### src/rtl/brs_pkg.sv
package brs_pkg;
  typedef enum logic [2:0] {
    PH_IDLE,
    PH_ADDR,
    PH_STROBE,
    PH_WAITST,
    PH_HOLD,
    PH_CAPTURE
  } phase_e;

  typedef struct packed {
    logic loadAddr;
    logic loadCnt;
    logic decCnt;
    logic capture;
  } strobe_t;
endpackage

### src/rtl/brs_ctrl.sv
module brs_ctrl
  import brs_pkg::*;
(
  input  logic    clk,
  input  logic    rst_n,
  input  logic    reqValid,
  input  logic    waitIn,
  input  logic    cntZero,
  input  logic    cntOne,
  output strobe_t strobes,
  output logic    busy,
  output logic    rdN
);
  phase_e phase, phaseNext;

  always_ff @(posedge clk or negedge rst_n) begin
    if (!rst_n) phase <= PH_IDLE;
    else        phase <= phaseNext;
  end

  always_comb begin
    phaseNext = phase;
    strobes   = '0;
    unique case (phase)
      PH_IDLE: begin
        if (reqValid) begin
          strobes.loadAddr = 1'b1;
          phaseNext        = PH_ADDR;
        end
      end
      PH_ADDR: begin
        strobes.loadCnt = 1'b1;
        phaseNext       = PH_STROBE;
      end
      PH_STROBE: begin
        if (!cntZero)    phaseNext = PH_WAITST;
        else if (waitIn) phaseNext = PH_HOLD;
        else             phaseNext = PH_CAPTURE;
      end
      PH_WAITST: begin
        strobes.decCnt = 1'b1;
        if (cntOne) phaseNext = waitIn ? PH_HOLD : PH_CAPTURE;
      end
      PH_HOLD: begin
        if (!waitIn) phaseNext = PH_CAPTURE;
      end
      PH_CAPTURE: begin
        strobes.capture = 1'b1;
        phaseNext       = PH_IDLE;
      end
      default: phaseNext = PH_IDLE;
    endcase
  end

  assign busy = (phase != PH_IDLE);
  assign rdN  = (phase == PH_IDLE) || (phase == PH_ADDR);
endmodule

### src/rtl/brs_dpath.sv
module brs_dpath
  import brs_pkg::*;
#(
  parameter int ADDR_W    = 16,
  parameter int DATA_W    = 8,
  parameter int MAX_WAITS = 7,
  parameter int ROM_WAITS = 2,
  parameter int RAM_WAITS = 1
) (
  input  logic              clk,
  input  logic              rst_n,
  input  strobe_t           strobes,
  input  logic [ADDR_W-1:0] reqAddr,
  input  logic [DATA_W-1:0] busData,
  output logic [ADDR_W-1:0] addrReg,
  output logic              cntZero,
  output logic              cntOne,
  output logic              doneValid,
  output logic [DATA_W-1:0] doneData
);
  localparam int CNT_W = $clog2(MAX_WAITS + 1);
  localparam int REGIONS = 2;
  localparam logic [CNT_W-1:0] ONE = CNT_W'(1);

  logic [CNT_W-1:0] regionWaits [REGIONS];
  logic [CNT_W-1:0] waitCnt;
  logic             regionSel;

  for (genvar r = 0; r < REGIONS; r++) begin : g_region
    localparam int W = (r == 0) ? ROM_WAITS : RAM_WAITS;
    assign regionWaits[r] = CNT_W'((W > MAX_WAITS) ? MAX_WAITS : W);
  end

  assign regionSel = addrReg[ADDR_W-1];

  always_ff @(posedge clk or negedge rst_n) begin
    if (!rst_n) begin
      addrReg   <= '0;
      waitCnt   <= '0;
      doneValid <= 1'b0;
      doneData  <= '0;
    end else begin
      if (strobes.loadAddr) addrReg <= reqAddr;
      if (strobes.loadCnt)     waitCnt <= regionWaits[regionSel];
      else if (strobes.decCnt) waitCnt <= waitCnt - ONE;
      doneValid <= strobes.capture;
      if (strobes.capture) doneData <= busData;
    end
  end

  assign cntZero = (waitCnt == '0);
  assign cntOne  = (waitCnt == ONE);
endmodule

### src/rtl/bus_read_seq.sv
module bus_read_seq
  import brs_pkg::*;
#(
  parameter int ADDR_W    = 16,
  parameter int DATA_W    = 8,
  parameter int MAX_WAITS = 7,
  parameter int ROM_WAITS = 2,
  parameter int RAM_WAITS = 1
) (
  input  logic              clk,
  input  logic              rst_n,
  input  logic              reqValid,
  input  logic [ADDR_W-1:0] reqAddr,
  input  logic              waitIn,
  input  logic [DATA_W-1:0] busData,
  output logic [ADDR_W-1:0] busAddr,
  output logic              busAddrOe,
  output logic              rdN,
  output logic              busy,
  output logic              doneValid,
  output logic [DATA_W-1:0] doneData
);
  strobe_t strobes;
  logic    cntZero, cntOne;

  brs_ctrl ctrl_i (
    .clk      (clk),
    .rst_n    (rst_n),
    .reqValid (reqValid),
    .waitIn   (waitIn),
    .cntZero  (cntZero),
    .cntOne   (cntOne),
    .strobes  (strobes),
    .busy     (busy),
    .rdN      (rdN)
  );

  brs_dpath #(
    .ADDR_W    (ADDR_W),
    .DATA_W    (DATA_W),
    .MAX_WAITS (MAX_WAITS),
    .ROM_WAITS (ROM_WAITS),
    .RAM_WAITS (RAM_WAITS)
  ) dpath_i (
    .clk       (clk),
    .rst_n     (rst_n),
    .strobes   (strobes),
    .reqAddr   (reqAddr),
    .busData   (busData),
    .addrReg   (busAddr),
    .cntZero   (cntZero),
    .cntOne    (cntOne),
    .doneValid (doneValid),
    .doneData  (doneData)
  );

  assign busAddrOe = busy;
endmodule

### config.mk
export PLATFORM = sky130hd
export DESIGN_NAME = bus_read_seq
export DESIGN_NICKNAME = d
export VERILOG_FILES = /design/src/rtl/brs_pkg.sv /design/src/rtl/brs_ctrl.sv /design/src/rtl/brs_dpath.sv /design/src/rtl/bus_read_seq.sv
export SDC_FILE = /design/constraint.sdc
export NUM_CORES = 1
export LEC_CHECK = 0
export CAP_MARGIN = 20
export CORE_AREA = 2 2 78 80
export CTS_CLUSTER_SIZE = 20
export DETAILED_ROUTE_END_ITERATION = 10
export DIE_AREA = 0 0 80 82
export PLACE_DENSITY = 0.6
export SLEW_MARGIN = 20
export SYNTH_ARGS = -nofsm -noshare
export SYNTH_HDL_FRONTEND = slang
export SYNTH_SLANG_ARGS = --single-unit
### constraint.sdc
create_clock -name clk -period 2.3 [get_ports clk]
set_clock_uncertainty 0.1 [all_clocks]
set_input_delay 0.46 -clock clk [delete_from_list [all_inputs] [get_ports clk]]
set_output_delay 0.46 -clock clk [all_outputs]
set_load 0.005 [all_outputs]
==> run summary <==
largest net degree at the start of global routing - 32
crit path time final - 2.22 ns
RSZ-0062 raised after global routing - false
Unique masters post-synth - 28
area leader, netlist - dfrtp_1
Crit path max-delay family - flip-flops
crit-path max FO - 10
Setup TNS Final - 0 ns
Layout area overhead - 52.0%
RR Startpoint - ctrl_i.phase[2]
max-slew violation count - 0
DP Worst Slack - 0.318 ns
Leak Pwr - 0.909 nW
chip height - 82 µm
Slew headroom - 0.691
post-synthesis instance total - 97
Clock Latency Late Sink - 0.28 ns
TritonCTS Buffers - 5
Required @ worst endpoint - 1.74 ns
Worst setup SP type - flop
Yosys top cell area share - 0.556
IO Count - 56
clk slew on worst S/H paths - 0.06 ns
cell area after synthesis - 0.00140 mm²
gpl congestion - 0.735
DP Area - 0.00200 mm²
Maximum Capacitance Violations - 0
Clock Tree Buf Depth - 2
Vias/cell - 4.23
num rows - 28
Port Buf Inserts - 55
Syn Area/Cell - 14.4 µm²
Root Buffer - clkbuf_8
core area - 0.00575 mm²
most frequent cell after synthesis - dfrtp_1
Synth warnings - 0
initial DRC count - 43
Synth Net Count - 128
Synth Flop Type - dfrtp_1
CTS sink cnt - 31
CP cell instances - or3_4 -> clkdlybuf4s50_1
Final Hold Violating Endpoints - 0
antenna violations before repair - 0
CP max stage cell - dfrtp_2
TritonRoute pass-1 iters - 4
PD cells - 1310 mW/mm²
diodes inserted - 0
Detail Route Antenna Nets - 0
DR DRC count - 0
synth top area cells - dfrtp_1, mux2_2, mux2_4
Nets - 187
number of hold buffers added after cts - 0
Seq/Total Area, Yosys - 0.556
Design Area, Final - 0.00212 mm²
Final setup viols - 0
Worst Max-Slew Pin Slew - 0.462 ns
Synth Register Bits - 31
TritonCTS clock tree - built
Post-synth EDFFs - 0
DR WL/cell - 13.1 µm
die area - 0.00656 mm²
sum of buffers and inverters on the critical path - 1
Worst Setup SP - ctrl_i.phase[2]
Worst Path Arrival - 1.66 ns
H-tree depth - 2
Die X-Extent - 80 µm
first-pass GRT wire length - 4900 µm
Initial Utilization - 0.243
total track usage - 0.0999
final wirelength - 3030 µm
crit share post-route - 0.964
synth cell count leaders - dfrtp_1, mux2_2, mux2_4, inv_1
total grt overflow - 0
Setup CP Type - flop to primary output
worst setup margin - 0.0834 ns
Critical Path End Type - primary output
post-CTS setup buffer count - 0
vias in the first global route - 1098
HP Start - dpath_i.waitCnt[1]
status - finished clean
Critical Path Max Stage Delay - 0.47 ns
layout cells sized above 1 - 0.242
FMAX - 0.451 GHz
vias - 982
Hold Path Class - flop to flop
VDD IR max - 388 µV
Async SR Flop Fraction - 1.00
## cell usage in the layout, fill, tap and decap left out, drive strengths merged, types with 3 or more instances in the layout
cell type,Yosys,layout
clkdlybuf4s50,0,55
o21ai,3,3
inv,6,6
nor2,4,4
mux2,24,24
clkbuf,1,6
nand2b,3,3
dfrtp,31,31
ha,3,3
## layout make-up
type | count | area, µm²
Clock buffer | 6 | 82.6
Clock inverter | 2 | 35.0
Fill cell | 576 | 3620
Inverter | 6 | 22.5
Multi-Input combinational cell | 55 | 543
Sequential cell | 31 | 778
Tap cell | 75 | 93.8
Timing Repair Buffer | 57 | 566
## cells by family after synthesis
logic type                 synth area share
adders and majority gates            0.0269
and+or+nand+nor                      0.0682
buffers and inverters                0.0547
muxes                                 0.228
DFF                                   0.556
AOI/OAI and AO/OA                    0.0664
## state kept, by name (all words and copies together), names as in the netlist
signal / flops
dpath_i.doneValid: 1
dpath_i.waitCnt: 3
dpath_i.addrReg: 16
ctrl_i.phase: 3
dpath_i.doneData: 8
## layer usage
layer | vias to the layer above | wire [µm] | share of wire | GRT usage
met5 | - | 0 | 0 | 0
met3 | 7 | 246 | 0.081 | 0.0473
met2 | 37 | 1540 | 0.51 | 0.166
met1 | 484 | 1190 | 0.39 | 0.108
met4 | 0 | 57 | 0.019 | 0.0475
li1 | 454 | - | - | -
## power breakdown
group,switching [mW],internal [mW]
Combinational,0.402,0.824
Sequential,0.174,0.816
Clock,0.204,0.350
## timing repair
item                                    CTS  global route
endpoints found under the setup margin    0             1
hold endpoints to repair                  0             0
resized for setup                         0             2
## worst paths after layout
check	to	slack, ns	cells past startpoint
max in group asynchronous	ctrl_i.phase[0]	1.31	2
max	busAddrOe	0.08	2
min reg2reg	dpath_i.waitCnt[1]	0.38	1
max reg2reg	dpath_i.addrReg[15]	0.48	3
min in group asynchronous	dpath_i.addrReg[13]	0.48	2
min	dpath_i.waitCnt[1]	0.38	1
## through the flow
| step | util | power [mW] | std cells | hold slack (ns) |
|---|---|---|---|---|
| finish | 0.369 | 2.77 | 232 | 0.378 |
| global route | 0.369 | 2.97 | 232 | 0.411 |
| CTS | 0.369 | 2.82 | 232 | 0.381 |
| detailed placement | 0.348 | 2.24 | 224 | 0.367 |
| global placement | 0.348 | 2.17 | 224 | 0.359 |
| floorplan | - | 1.61 | 97 | 0.0644 |
Note: power is estimated with default switching activity, not from simulation.
